<file path="src/rtl/mdio_pkg.sv">
package mdio_pkg;
  localparam int FRAME_BITS = 64;
  localparam int TA_FIRST   = 46;
  localparam int TA_ACK     = 47;
  localparam int DATA_FIRST = 48;
  localparam int MIN_DIV    = 3;

  typedef enum logic [1:0] {
    OFS_CTRL = 2'd0,
    OFS_XACT = 2'd1,
    OFS_MODE = 2'd2,
    OFS_PINS = 2'd3
  } reg_ofs_e;

  typedef struct packed {
    logic       go;
    logic       wr;
    logic       ack;
    logic [4:0] regn;
    logic [4:0] phy;
    logic [15:0] data;
  } xact_t;
endpackage

</file>
<file path="src/rtl/mdio_clkgen.sv">
module mdio_clkgen #(
  parameter int DIV_W = 16
) (
  input  logic             clk,
  input  logic             rst,
  input  logic             run,
  input  logic [DIV_W-1:0] div,
  output logic             fall_ev,
  output logic             rise_ev,
  output logic             last_ev
);
  import mdio_pkg::*;
  localparam int CW = DIV_W + 1;

  logic [CW-1:0] cnt;
  logic [CW-1:0] eff;
  logic [CW-1:0] half;

  always_comb begin
    eff  = ({1'b0, div} < CW'(MIN_DIV)) ? CW'(MIN_DIV) : {1'b0, div};
    half = (eff + CW'(1)) >> 1;
  end

  always_ff @(posedge clk) begin
    if (rst || !run) cnt <= '0;
    else if (cnt == eff) cnt <= '0;
    else cnt <= cnt + CW'(1);
  end

  assign fall_ev = run && (cnt == '0);
  assign rise_ev = run && (cnt == half);
  assign last_ev = run && (cnt == eff);

  assert_cnt_bound_R2: assert property (@(posedge clk) disable iff (rst)
    run |-> (cnt <= eff));
endmodule

</file>
<file path="src/rtl/mdio_frame_engine.sv">
module mdio_frame_engine (
  input  logic        clk,
  input  logic        rst,
  input  logic        start,
  input  logic        abort,
  input  logic        is_wr,
  input  logic [4:0]  phy,
  input  logic [4:0]  regn,
  input  logic [15:0] wdata,
  input  logic        fall_ev,
  input  logic        rise_ev,
  input  logic        last_ev,
  input  logic        mdio_in,
  output logic        busy,
  output logic        mdc,
  output logic        mdo,
  output logic        oe,
  output logic        done,
  output logic        ack,
  output logic [15:0] rdata
);
  import mdio_pkg::*;
  localparam int BW = $clog2(FRAME_BITS);

  logic [FRAME_BITS-1:0] frame;
  logic [BW-1:0]         bcnt;
  logic                  wr_q;

  always_ff @(posedge clk) begin
    if (rst) begin
      busy <= 1'b0; mdc <= 1'b1; mdo <= 1'b1; oe <= 1'b0; done <= 1'b0;
      ack <= 1'b0; rdata <= '0; frame <= '0; bcnt <= '0; wr_q <= 1'b0;
    end else begin
      done <= 1'b0;
      if (start && !busy) begin
        busy  <= 1'b1;
        bcnt  <= '0;
        wr_q  <= is_wr;
        ack   <= 1'b0;
        frame <= {32'hFFFF_FFFF, 2'b01, (is_wr ? 2'b01 : 2'b10), phy, regn,
                  (is_wr ? 2'b10 : 2'b11), (is_wr ? wdata : 16'hFFFF)};
      end else if (busy && abort) begin
        busy <= 1'b0; oe <= 1'b0; mdc <= 1'b1;
      end else if (busy) begin
        if (fall_ev) begin
          mdc <= 1'b0;
          mdo <= frame[BW'(FRAME_BITS-1) - bcnt];
          oe  <= wr_q || (bcnt < BW'(TA_FIRST));
        end
        if (rise_ev) begin
          mdc <= 1'b1;
          if (!wr_q && bcnt == BW'(TA_ACK)) ack <= ~mdio_in;
          if (!wr_q && bcnt >= BW'(DATA_FIRST)) rdata <= {rdata[14:0], mdio_in};
        end
        if (last_ev) begin
          if (bcnt == BW'(FRAME_BITS-1)) begin
            busy <= 1'b0; done <= 1'b1; oe <= 1'b0;
          end else begin
            bcnt <= bcnt + BW'(1);
          end
        end
      end
    end
  end

  assert_end_release_R8: assert property (@(posedge clk) disable iff (rst)
    done |-> (!oe && mdc));
  assert_start_idle_R3: assert property (@(posedge clk) disable iff (rst)
    start |-> !busy);
  assert_read_release_R6: assert property (@(posedge clk) disable iff (rst)
    (busy && !wr_q && bcnt > BW'(TA_FIRST)) |-> !oe);
endmodule

</file>
<file path="src/rtl/mdio_master.sv">
module mdio_master #(
  parameter int          DIV_W   = 16,
  parameter logic [15:0] DIV_RST = 16'h00FF
) (
  input  logic        clk,
  input  logic        rst,
  input  logic [1:0]  bus_addr,
  input  logic        bus_wr,
  input  logic        bus_rd,
  input  logic [31:0] bus_wdata,
  output logic [31:0] bus_rdata,
  output logic        mdc_o,
  output logic        mdio_o,
  output logic        mdio_oe,
  input  logic        mdio_i
);
  import mdio_pkg::*;

  logic             en_q, manual_q;
  logic [DIV_W-1:0] div_q;
  logic [2:0]       pins_q;
  xact_t            xa;

  logic fall_ev, rise_ev, last_ev;
  logic eng_busy, eng_mdc, eng_mdo, eng_oe, eng_done, eng_ack;
  logic [15:0] eng_rdata;
  logic xa_accept, start, abort;

  assign xa_accept = bus_wr && (bus_addr == OFS_XACT) && !xa.go;
  assign start     = xa_accept && bus_wdata[31] && en_q && !manual_q && !eng_busy;
  assign abort     = !en_q || manual_q;

  mdio_clkgen #(.DIV_W(DIV_W)) u_clk (
    .clk(clk), .rst(rst), .run(eng_busy), .div(div_q),
    .fall_ev(fall_ev), .rise_ev(rise_ev), .last_ev(last_ev));

  mdio_frame_engine u_eng (
    .clk(clk), .rst(rst), .start(start), .abort(abort),
    .is_wr(bus_wdata[30]), .phy(bus_wdata[20:16]), .regn(bus_wdata[25:21]),
    .wdata(bus_wdata[15:0]), .fall_ev(fall_ev), .rise_ev(rise_ev),
    .last_ev(last_ev), .mdio_in(mdio_i), .busy(eng_busy), .mdc(eng_mdc),
    .mdo(eng_mdo), .oe(eng_oe), .done(eng_done), .ack(eng_ack),
    .rdata(eng_rdata));

  always_ff @(posedge clk) begin
    if (rst) begin
      en_q <= 1'b0; manual_q <= 1'b0; div_q <= DIV_W'(DIV_RST);
      pins_q <= 3'b100; xa <= '0;
    end else begin
      if (bus_wr && bus_addr == OFS_CTRL) begin
        en_q  <= bus_wdata[30];
        div_q <= bus_wdata[DIV_W-1:0];
      end
      if (bus_wr && bus_addr == OFS_MODE) manual_q <= bus_wdata[31];
      if (bus_wr && bus_addr == OFS_PINS) pins_q <= bus_wdata[2:0];
      if (xa_accept) begin
        xa.go   <= start;
        xa.wr   <= bus_wdata[30];
        xa.ack  <= 1'b0;
        xa.regn <= bus_wdata[25:21];
        xa.phy  <= bus_wdata[20:16];
        xa.data <= bus_wdata[15:0];
      end else if (eng_done) begin
        xa.go  <= 1'b0;
        xa.ack <= !xa.wr && eng_ack;
        if (!xa.wr) xa.data <= eng_ack ? eng_rdata : 16'hFFFF;
      end else if (xa.go && abort) begin
        xa.go <= 1'b0;
      end
    end
  end

  always_ff @(posedge clk) begin
    if (rst) begin
      mdc_o <= 1'b1; mdio_o <= 1'b1; mdio_oe <= 1'b0; bus_rdata <= '0;
    end else begin
      mdc_o   <= manual_q ? pins_q[2] : eng_mdc;
      mdio_oe <= manual_q ? pins_q[1] : eng_oe;
      mdio_o  <= manual_q ? pins_q[0] : eng_mdo;
      if (bus_rd) begin
        case (bus_addr)
          OFS_CTRL: bus_rdata <= {~eng_busy, en_q, {(30-DIV_W){1'b0}}, div_q};
          OFS_XACT: bus_rdata <= {xa.go, xa.wr, xa.ack, 3'b000, xa.regn[4:1],
                                  xa.regn[0], xa.phy, xa.data} & 32'hE3FF_FFFF;
          OFS_MODE: bus_rdata <= {manual_q, 31'b0};
          default:  bus_rdata <= {29'b0, pins_q[2:1], mdio_i};
        endcase
      end
    end
  end

  assert_go_busy_R3: assert property (@(posedge clk) disable iff (rst)
    $rose(xa.go) |-> eng_busy);
  assert_manual_stop_R11: assert property (@(posedge clk) disable iff (rst)
    ($past(manual_q) && manual_q) |-> !eng_busy);
  assert_disable_stop_R10: assert property (@(posedge clk) disable iff (rst)
    ($past(!en_q) && !en_q) |-> !xa.go);
endmodule

</file>
<file path="config.mk">
export PLATFORM = sky130hd
export DESIGN_NAME = mdio_master
export DESIGN_NICKNAME = d
export VERILOG_FILES = /design/src/rtl/mdio_pkg.sv /design/src/rtl/mdio_clkgen.sv /design/src/rtl/mdio_frame_engine.sv /design/src/rtl/mdio_master.sv
export SDC_FILE = /design/constraint.sdc
export NUM_CORES = 1
export LEC_CHECK = 0
export ABC_AREA = 1
export BUFFER_PORTS_ARGS = -buffer_cell sky130_fd_sc_hd__buf_2
export CORE_MARGIN = 5
export CORE_UTILIZATION = 64
export CTS_CLUSTER_DIAMETER = 150
export DETAILED_ROUTE_END_ITERATION = 10
export GPL_TIMING_DRIVEN = 0
export PLACE_DENSITY = 0.81
export SYNTH_ARGS = -nofsm -noshare
export SYNTH_HDL_FRONTEND = slang
export SYNTH_HIERARCHICAL = 1
export SYNTH_SLANG_ARGS = --single-unit
</file>
<file path="constraint.sdc">
create_clock -name clk -period 4.9 [get_ports clk]
set_input_delay 0.245 -clock clk [delete_from_list [all_inputs] [get_ports clk]]
set_output_delay 0.245 -clock clk [all_outputs]
set_load 0.005 [all_outputs]
</file>
==> results of run 1 <==
[cell type report]
class                      count  area (um^2)  share of cell area (%)
timing repair buffer          64        320.3                   3.501
sequential                   156         3123                   34.13
multi-input combinational    786         3953                   43.20
inverter                     155        584.3                   6.386
buffer                        58        312.8                   3.419
clock buffer                  18        439.2                   4.800
tap                          168        210.2                   2.297
clock inverter                14        207.7                   2.270
[power groups by stage]
stage          registers (mW)  clock network (mW)  logic, mW
2_1_floorplan            1.36                   0      0.171
3_3_place_gp             1.36                   0      0.255
3_5_place_dp             1.36                   0      0.259
4_1_cts                  1.33                1.44      0.263
5_1_grt                  1.34                1.50      0.298
6_report                 1.33                1.44      0.266
[layer usage]
| layer | track usage (%) | up-vias |
|---|---|---|
| li1 | - | 3804 |
| met5 | 0 | - |
| met1 | 38.66 | 3490 |
| met3 | 5.432 | 50 |
| met4 | 10.22 | 0 |
| met2 | 49.33 | 289 |
[critical path, delay by kind of cell, from the launching register on]
kind                       cells  cell delay [ns]
xor gates and xnor gates       1             0.20
buffers and inverters          3             0.43
and+or+nand+nor               14             1.98
AOI/OAI and AO/OA              2             0.18
DFF                            1             0.33
adders and majority gates      1             0.20
[cells by family (layout without fill, tap and decap cells)]
logic type      count (synthesis)  count (layout)  synth area share (%)
xor+xnor                       44              44                 4.838
buf+inv                       213             309                 11.26
compound gates                193             193                 14.12
flops                         156             156                 39.21
simple gates                  542             542                 29.89
other cells                     1               3               0.04708
fa+ha+maj                       4               4                0.6284
[worst min-delay path by stage]
| stage | startpoint | end | slack (ns) | cells past startpoint |
|---|---|---|---|---|
| finish | bus_wdata[23] | xa[23] | 0.09 | 3 |
| global route | bus_wdata[23] | xa[23] | 0.09 | 3 |
| CTS | bus_wdata[23] | xa[23] | 0.08 | 3 |
| detailed placement | u_eng/frame[4] | u_eng/frame[4] | 0.44 | 2 |
| floorplan | rst | u_eng/busy | 0.31 | 1 |
| global placement | u_eng/frame[1] | u_eng/frame[1] | 0.44 | 2 |
[state kept, by name, indices dropped and copies added (netlist names), 3 cells and up]
register	count
bus_rdata	29
div_q	16
u_eng/frame	29
xa	29
u_clk/cnt	17
u_eng/bcnt	6
u_eng/rdata	16
pins_q	3
[synthesized netlist by cell type (9+ instances only)]
master    count
nand2_1     258
dfxtp_1     156
inv_1       138
nor2_1      131
nand3_1      89
a21oi_1      65
o21ai_0      43
o21ai_1      34
xor2_1       33
buf_2        22
clkbuf_1     22
nor2_2       20
a21oi_2      16
inv_2        15
o21ai_2      14
xnor2_1      11
nand4_1       9
o211ai_1      9
==> results by group, run 1 <==
Detailed routing
  – DR WL met3: 1.444 mm
  – Avg WL per Cell: roughly 15 um
  – Routed wl met2: approximately 10 mm
  – Drt drc: 0
  – Initial DRT Pass Iterations: 5
  – Via density: 5.379
  – DRT met1 WL: between 9 and 10 mm
  – DR vias: about 7600
  – Wirelength, routed: between 20 and 25 mm
  – Top Metal Used: met4
  – Starting DRC count in detailed routing: slightly above 700
  – Detail Route Antenna Nets: 0

Timing
  – Final WS setup: 1.450 ns
  – Clock Skew: about 0.0052 ns
  – RSZ-0062 raised after global routing: false
  – Post-route setup TNS: 0 ns
  – Worst hold margin: 0.08771 ns
  – Slew HR: between 60% and 70%
  – Fmax: roughly 0.29 GHz
  – Worst slew pin tran: between 0.5 and 0.6 ns
  – Fin. max-slew vios: 0
  – Final min period: ~3.4 ns
  – Period utilization: between 70% and 80%
  – Final Hold Vio Count: 0
  – Final setup viols: 0

Setup path
  – Required time worst endpoint: 5.21 ns
  – Endpoint type of the worst setup path: register
  – Worst Path Class, Setup: reg2reg
  – Delay of the slowest cell on the worst path: roughly 0.34 ns
  – Crit. Startpoint: div_q[13]
  – CP max-delay cell: nor2_1
  – Crit path capture: u_eng/rdata[13]
  – Worst r2r src: div_q[13]
  – Worst flop-to-flop path endpoint: u_eng/rdata[13]
  – R2R Setup Slk: 1.45 ns
  – CP arrival: between 3 and 4 ns
  – Critical path's most frequent cell: nand2_1
  – Worst path cell trace: buf_6, nor2_2, nand2_1, nor2_2, nand2_2, nand2_1, ha_1, nand3_1, nor2_2, nand2_1, xor2_1, nor2_1, nor2_1, nand2_1, nor2_1, nand4_2, or2_1, buf_6, buf_6, o21ai_2, a21oi_2
  – Worst r2r path cells: 21
  – Critical path startpoint category: register
  – Max FO, Critical Path: 10

Logic synthesis
  – Cell taking the most area after synthesis: dfxtp_1
  – Yosys warns: 6
  – Async SR Flop Fraction: 0%
  – Synthesized cell area: approximately 8000 um^2
  – Synth area leaders: dfxtp_1 (39%), nand2_1 (12%), inv_1 (6.5%)
  – Synth Area per Inst: 6.908 um^2
  – Synth Flop Type: dfxtp_1
  – Area share of the largest cell type after synthesis: between 30% and 40%
  – Flops & latches, synth: approximately 160
  – Number of synthesized flops with an enable pin: 0
  – Cells after synthesis: about 1200
  – Netlist cell types: 43
  – Register area share after synthesis: 39.21%

GRT
  – Initial antenna violation count: 0
  – Total global-route track usage: roughly 30%
  – First-pass GRT wire length: about 35 mm
  – GR Overflow Total: 0
  – Largest net degree at the start of global routing: 17
  – Number of global-route vias before repair: ~7100

Floorplan
  – Die Area: 14780 um^2
  – Top Ports: 74
  – Core Rows: 40
  – Chip height: between 100 and 150 um
  – Initial core utilization: about two thirds
  – Die W: 121.6 um
  – Area of the core: approximately 12000 um^2

Power
  – Worst vdd ir: approximately 0.00030 V
  – Internal power: between 2 and 2.5 mW
  – Pwr/cell area: approximately 330 nW/um^2
  – Clk network pwr share: 47.3%
  – Flop pwr share: 43.9%
  – Switch Pwr: around 0.76 mW
  – Total power: 3.037 mW
  – Switching share of power: 24.96%
  – Leakage power: 3.990 nW
  – Combinational power share: around 9%

Place
  – Placed wire-length estimate: about 16 mm
  – RePlAce Congestion: between 0.9 and 1
  – Placed instance area: between 8000 and 9000 um^2
  – Pre-CTS setup slack: 1.575 ns
  – Buffers on Ports: 64
  – Inst Count DP: about 1400

CTS
  – Hold_buf cts: 0
  – CTS HTree Levels: 4
  – Root Buffer: clkbuf_16
  – Total setup buffers inserted after CTS: 0
  – Post_cts resized: 0
  – CTS tree: yes
  – Clk_lat worst skew: 0.42 ns
  – Worst-path clk slew: about 0.06 ns
  – Clock Path Buffers: 2
  – Total CTS buffers: 17
  – # clock sinks: 156

Run
  – Maxcap violations: 0

Outcome
  – Status: finished, final reports clean

Finish
  – Area grow syn2layout: 14.88%
  – Final Util: around 76%
  – Nets: 1281
  – Layout cells sized above 1: 17.51%
  – Post-route cell area: between 9000 and 10000 um^2
  – Commonest non-fill, non-tap cells in the layout: nand2_1 (258), dfxtp_1 (156), inv_1 (138), nor2_1 (131), nand3_1 (89)
  – Diode count: 0
  – Most common cell after layout, fill and taps aside: nand2_1
  – Fillers: ~1000
  – Post-route insts no fill: around 1400

Min path
  – Hold WC Path Type: in2reg
No activity file was read; power rests on OpenSTA's default activity.
==> run 2, diff against run 1 <==
--- a/config.mk
+++ b/config.mk
@@ -5,14 +5,14 @@
 export SDC_FILE = /design/constraint.sdc
 export NUM_CORES = 1
 export LEC_CHECK = 0
-export ABC_AREA = 1
+export ABC_AREA = 0
 export BUFFER_PORTS_ARGS = -buffer_cell sky130_fd_sc_hd__buf_2
 export CORE_MARGIN = 5
-export CORE_UTILIZATION = 64
+export CORE_UTILIZATION = 59
 export CTS_CLUSTER_DIAMETER = 150
 export DETAILED_ROUTE_END_ITERATION = 10
 export GPL_TIMING_DRIVEN = 0
-export PLACE_DENSITY = 0.81
+export PLACE_DENSITY = 0.75
 export SYNTH_ARGS = -nofsm -noshare
 export SYNTH_HDL_FRONTEND = slang
 export SYNTH_HIERARCHICAL = 1
==> constraint.sdc (replaced) <==
create_clock -name clk -period 3.3 [get_ports clk]
set_input_delay 0.165 -clock clk [delete_from_list [all_inputs] [get_ports clk]]
set_output_delay 0.165 -clock clk [all_outputs]
set_load 0.005 [all_outputs]
==> run 2 against run 1 <==
Against the previous run: the run now ends with setup timing left; clock skew is 0.0061 ns higher; global-route usage is 1.4 points lower; count of clock-buffer cells in the layout is 3 higher; largest power group is now registers.
==> results by group, run 2 <==
Run
  – Maxcap violations: 0

Setup path
  – R2R Setup Slk: -0.03 ns
  – CP arrival: approximately 3.7 ns
  – Critical path startpoint category: register
  – Worst Path Class, Setup: reg2reg
  – Worst flop-to-flop path endpoint: u_eng/rdata[1]
  – Max FO, Critical Path: 5
  – Delay of the slowest cell on the worst path: 0.39 ns
  – CP max-delay cell: nor4_4
  – Endpoint type of the worst setup path: register
  – Critical path's most frequent cell: nor4_4
  – Worst path cell trace: nor4_4, a41oi_2, inv_2, ha_4, nand4_1, buf_6, nor4_4, mux2i_1, mux2i_1, o21a_1, nor4_4, buf_4, nand2_4, nor2_4, buf_4, nand2_1, a21oi_1
  – Required time worst endpoint: around 3.7 ns
  – Crit path max-delay family: simple AND/OR/NAND/NOR gates
  – Worst r2r path cells: 17
  – Bufs and invs on worst path: 4
  – Worst r2r src: div_q[8]

GRT
  – GR Overflow Total: 0
  – First-pass GRT wire length: 33.35 mm
  – Initial antenna violation count: 0
  – Most Crowded Layer GR: met2
  – Grt met1 use: about two fifths
  – Largest net degree at the start of global routing: 17
  – Number of global-route vias before repair: approximately 6200
  – GRT met3 Usage: ~6.0%
  – Total global-route track usage: 28.15%
  – Grt met2 use: 44.26%

Place
  – Buffers on Ports: 66
  – Placed wire-length estimate: between 15 and 20 mm
  – Inst Count DP: 1158
  – Pre-CTS setup slack: -1.026 ns
  – RePlAce Congestion: about 0.92
  – Placed instance area: ~8200 um^2

CTS
  – CTS HTree Levels: 4
  – Root Buffer: clkbuf_16
  – # clock sinks: 156
  – Clk_lat worst skew: roughly 0.43 ns
  – Total CTS buffers: 17
  – Clock Path Buffers: 2
  – Worst-path clk slew: roughly 0.060 ns
  – CTS tree: yes

Timing
  – Worst slew pin tran: 0.8303 ns
  – Final setup viols: 12
  – Clock Skew: about 0.011 ns
  – Fin. max-slew vios: 0
  – Final Hold Vio Count: 0
  – Final WS setup: -0.03079 ns
  – Slew HR: a little over two fifths
  – RSZ-0062 raised after global routing: true
  – Final min period: 3.331 ns
  – Period utilization: 100.9%
  – Fmax: approximately 0.30 GHz

Floorplan
  – Die Area: about 15000 um^2
  – Die W: approximately 120 um
  – Core Rows: around 40
  – Initial core utilization: between 60% and 70%
  – Area of the core: 12670 um^2
  – Chip height: roughly 120 um
  – Top Ports: 74

Detailed routing
  – Initial DRT Pass Iterations: 5
  – DR vias: around 6900
  – Starting DRC count in detailed routing: between 700 and 800
  – Avg WL per Cell: 17.86 um
  – Wirelength, routed: 21.63 mm
  – Detail Route Antenna Nets: 0
  – Via density: 5.712
  – Drt drc: 0

Logic synthesis
  – Synth Flop Type: dfxtp_1
  – Number of synthesized flops with an enable pin: 0
  – Netlist cell types: 62
  – Area share of the largest cell type after synthesis: between 40% and 50%
  – Flops & latches, synth: between 150 and 200
  – Register area share after synthesis: ~40%
  – Synth Area in XOR/XNOR: 6.500%
  – Simple-Gate Fraction of Synth Area: between 20% and 30%
  – Async SR Flop Fraction: 0%
  – Mux share of post-synthesis cell area: around 6.4%
  – Post-synthesis adder-cell area fraction: less than 1%
  – Most common cell in the netlist: nand2_1
  – Top cells by count, synth: nand2_1 (159), dfxtp_1 (156), a21oi_1 (96)
  – Compound-Gate Fraction of Synth Area: between 10% and 20%
  – Cells after synthesis: slightly above 900
  – Synth Area per Inst: ~8.4 um^2
  – Synthesized cell area: between 7000 and 8000 um^2
  – Cell taking the most area after synthesis: dfxtp_1
  – Yosys warns: 6
  – Synth area leaders: dfxtp_1 (41%), nand2_1 (7.8%), a21oi_1 (6.3%)
  – Largest family of logic cells by synthesized area: simple AND/OR/NAND/NOR gates

Finish
  – Commonest non-fill, non-tap cells in the layout: nand2_1 (156), dfxtp_1 (143), a21oi_1 (94), nor2_1 (93), buf_2 (73)
  – Multi-input gate area: about 4300 um^2
  – Area grow syn2layout: 20.19%
  – Nets: 1070
  – Diode count: 0
  – Fillers: just over 1000
  – Post-route insts no fill: around 1200
  – Post-route cell area: between 9000 and 10000 um^2
  – Seq. cell area: ~3200 um^2
  – Final Util: between 70% and 80%
  – Layout cells sized above 1: 20.12%
  – Most common cell after layout, fill and taps aside: nand2_1
  – Top flop regs: bus_rdata x29, u_eng/frame x29, xa x29

Outcome
  – Failing checks: setup timing
  – Status: finished with violations

Power
  – Pwr/cell area: between 400 and 500 nW/um^2
  – Total power: 4.200 mW
  – Leakage power: 3.466 nW
  – Worst vdd ir: roughly 0.00038 V

Min path
  – Min-delay src: bus_wdata[21]
  – Hold depth: 3
  – Hold endpoint: u_eng/frame[18]
  – Hold WC Path Type: in2reg
run 2: changes by cell type in the layout (fill, tap and decap cells not counted), moves of 20 or more:
cell / before / now
nor2_1: 131 / 93
nand3_1: 89 / 16
a21oi_1: 65 / 94
buf_4: 6 / 26
o21ai_0: 43 / 7
nand2_1: 258 / 156
o21ai_1: 34 / 0
inv_1: 138 / 10
clkbuf_1: 22 / 46
nor2b_1: 1 / 33
nor2_2: 20 / 0
mux2_2: 0 / 22
run 2: where the power goes:
part	leakage (nW)	switching [mW]	total (mW)	internal [mW]
combinational	1.93	0.202	0.352	0.151
sequential	1.27	0.0336	1.95	1.91
clock	0.273	0.773	1.90	1.13
total	3.47	1.01	4.20	3.19
run 2: layer usage:
layer,vias to the layer above,share of wire (%)
met5,-,0
met4,0,2.0
met3,36,7.8
met2,282,46
met1,3233,44
li1,3366,-
run 2: through the flow:
step | hold slack (ns) | setup TNS (ns)
floorplan | 0.2861 | 0
finish | 0.01224 | -0.2290
detailed placement | 0.4261 | -15.66
CTS | 0.005067 | 0
global route | 0.02186 | -2.635
global placement | 0.4241 | -14.74
run 2: final cells by class:
type,count,area share (%)
sequential,156,34.20
tap,172,2.332
clock inverter,10,1.261
timing repair buffer,94,6.276
inverter,12,0.4880
clock buffer,21,4.880
buffer,72,4.406
multi-input combinational,674,46.16
run 2: kinds of logic (layout without fill, tap and decap cells):
logic type                 count (synthesis)  count (layout)
and+or+nand+nor                          423             423
adders and majority gates                  4               4
other                                      1               3
xor gates and xnor gates                  57              57
DFF                                      156             156
AOI/OAI and AO/OA                        148             148
buffers and inverters                     90             209
muxes                                     39              39
run 2: worst max path at each step:
stage,start,to,cells after the start
2_1_floorplan,div_q[10],u_eng/ack,15
6_report,div_q[8],u_eng/rdata[1],17
3_3_place_gp,div_q[11],u_eng/rdata[5],15
3_5_place_dp,div_q[11],u_eng/rdata[9],15
5_1_grt,div_q[8],u_eng/rdata[2],17
4_1_cts,div_q[2],u_eng/ack,16
run 2: what timing repair did:
action	4_1_cts	5_1_grt
buffers inserted	9	9
endpoints found under the setup margin	18	17
resized for setup	35	25
pin swaps	11	8
endpoints found under the hold margin	9	0
cloned	1	1
hold buffers	8	0
run 2: tightest hold or removal path, delay by kind of cell:
family	cells	cell delay, ns
buffers and inverters	1	0.12
and+or+nand+nor	1	0.06
AOI/OAI and AO/OA	1	0.05
==> run 3, diff against run 2 <==
--- a/config.mk
+++ b/config.mk
@@ -11,9 +11,9 @@
 export CORE_UTILIZATION = 59
 export CTS_CLUSTER_DIAMETER = 150
 export DETAILED_ROUTE_END_ITERATION = 10
-export GPL_TIMING_DRIVEN = 0
 export PLACE_DENSITY = 0.75
 export SYNTH_ARGS = -nofsm -noshare
 export SYNTH_HDL_FRONTEND = slang
 export SYNTH_HIERARCHICAL = 1
 export SYNTH_SLANG_ARGS = --single-unit
+export TNS_END_PERCENT = 5
==> run 3 against run 2 <==
Against the previous run: the run still ends with setup timing left; sequential share of layout area rose by 0.75 points; via count fell by 2.7%; final area fell by 3.1%; sequential power barely moved; largest cell class unchanged; highest routed layer unchanged.
==> results by group, run 3 (same netlist as run 2, synthesis figures left out) <==
Detailed routing
  – Starting DRC count in detailed routing: roughly 700
  – Avg WL per Cell: ~18 um
  – Initial DRT Pass Iterations: 5
  – Wirelength, routed: between 20 and 25 mm
  – DR WL met3: approximately 1.2 mm
  – Top Metal Used: met4
  – Detail Route Antenna Nets: 0
  – DRT met1 WL: slightly below 9 mm
  – Via density: around 5.8
  – Drt drc: 0
  – Routed wl met2: 9.515 mm
  – DR vias: between 6000 and 7000

Setup path
  – Required time worst endpoint: between 3 and 4 ns
  – R2R Setup Slk: -0.11 ns
  – Endpoint type of the worst setup path: register
  – CP arrival: approximately 3.8 ns
  – Critical path startpoint category: register
  – Worst Path Class, Setup: reg2reg
  – Max FO, Critical Path: 8
  – Worst r2r src: div_q[8]
  – Crit. Startpoint: div_q[8]

Floorplan
  – Chip height: 124.1 um
  – Initial core utilization: 60.61%
  – Area of the core: roughly 13000 um^2
  – Die Area: roughly 15000 um^2
  – Die W: ~120 um
  – Core Rows: between 40 and 50
  – Top Ports: 74

CTS
  – Total CTS buffers: 17
  – Clock Path Buffers: 2
  – CTS tree: yes
  – Root Buffer: clkbuf_16
  – Worst-path clk slew: roughly 0.06 ns
  – CTS HTree Levels: 4
  – # clock sinks: between 150 and 200
  – Clk_lat worst skew: 0.43 ns

Place
  – Placed wire-length estimate: 13.34 mm
  – Placed instance area: about 8000 um^2
  – Buffers on Ports: 66
  – RePlAce Congestion: just under 0.9
  – Pre-CTS setup slack: -0.1440 ns

Timing
  – Final setup viols: 17
  – Fmax: around 0.29 GHz
  – Post-route setup TNS: -1.053 ns
  – Worst slew pin tran: roughly 0.74 ns
  – Final min period: roughly 3.4 ns
  – Worst hold margin: around 0.0092 ns
  – Period utilization: 103.3%
  – Clock Skew: 0.008348 ns
  – Final WS setup: -0.1076 ns
  – Final Hold Vio Count: 0
  – Fin. max-slew vios: 0
  – RSZ-0062 raised after global routing: true
  – Slew HR: between 50% and 60%

Finish
  – Top flop regs: bus_rdata x29, u_eng/frame x29, xa x29
  – Post-route cell area: just under 9000 um^2
  – Fillers: about 1000
  – Commonest non-fill, non-tap cells in the layout: nand2_1 (157), dfxtp_1 (155), nor2_1 (93), a21oi_1 (92), buf_2 (65)
  – Layout cells sized above 1: between 10% and 20%
  – Nets: 1017
  – Most common cell after layout, fill and taps aside: nand2_1
  – Multi-input gate area: approximately 4200 um^2
  – Seq. cell area: 3124 um^2
  – Final Util: just over 70%
  – Area grow syn2layout: 16.41%

Power
  – Pwr/cell area: around 480 nW/um^2
  – Leakage power: approximately 3.4 nW
  – Worst vdd ir: 0.0003805 V

GRT
  – Number of global-route vias before repair: between 6000 and 7000
  – Largest net degree at the start of global routing: 53
  – Initial antenna violation count: 1
  – First-pass GRT wire length: between 30 and 40 mm
  – Total global-route track usage: 27.40%
  – GR Overflow Total: 0

Outcome
  – Status: finished with violations
  – Failing checks: setup timing

Run
  – Maxcap violations: 0

Min path
  – Min-delay src: bus_wdata[23]
  – Hold WC Path Type: in2reg
run 3: cell types whose count changed in the layout (fill, tap and decap cells not counted), sizes merged:
cell	before	now
bufinv	2	3
buf	115	108
inv	13	12
clkbuf	64	23
clkinv	5	3
clkinvlp	2	0
dlygate4sd3	8	5
diode	0	1
run 3: layer usage:
metal / vias to the layer above / track usage (%)
met5: - / 0
met4: 0 / 11.36
met3: 47 / 5.086
met2: 232 / 43.04
met1: 3214 / 37.20
li1: 3237 / -
run 3: cell type report:
| type | count | area share (%) |
|---|---|---|
| multi-input combinational | 674 | 47.29 |
| sequential | 156 | 34.95 |
| timing repair buffer | 113 | 8.216 |
| clock buffer | 23 | 5.346 |
| tap | 172 | 2.407 |
| clock inverter | 6 | 1.260 |
| inverter | 12 | 0.5038 |
| antenna | 1 | 0.02799 |
run 3: what timing repair did:
item,4_1_cts,5_1_grt
setup endpoints to repair,17,17
resized for setup,16,6
gates cloned,1,0
pin swaps,10,4
hold buffers,5,0
hold endpoints to repair,6,0
buffers inserted,3,2
run 3: worst paths after layout:
kind,endpoint,cells after the start
worst max register to register,u_eng/rdata[8],19
worst min-delay path,u_eng/frame[20],3
worst min register to register,u_eng/frame[19],2
worst max-delay path,u_eng/rdata[8],19
run 3: power breakdown:
part / total [mW] / internal [mW] / leakage (nW) / switching, mW
clock network: 1.99 / 1.24 / 0.289 / 0.753
logic: 0.337 / 0.139 / 1.80 / 0.198
registers: 1.94 / 1.91 / 1.26 / 0.0232
run 3: stage by stage:
stage                     total power [mW]  std cells
final                                4.266       1157
after floorplan                      2.182        920
after global placement               2.286       1116
after global routing                 4.379       1157
after detailed placement             2.290       1116
after CTS                            4.264       1154
run 3: critical path, cell delays in order (launching register included):
cell	delay [ns]
dfxtp_2	0.33
nor4_4	0.26
buf_4	0.17
a41oi_2	0.12
inv_1	0.10
ha_2	0.17
nand4_1	0.17
buf_4	0.20
nor4_4	0.22
mux2i_1	0.23
mux2i_1	0.08
o21a_1	0.20
nor4_2	0.14
buf_4	0.18
nand2_4	0.05
buf_6	0.12
nor2_4	0.21
buf_12	0.17
nand2_1	0.07
a21oi_2	0.13
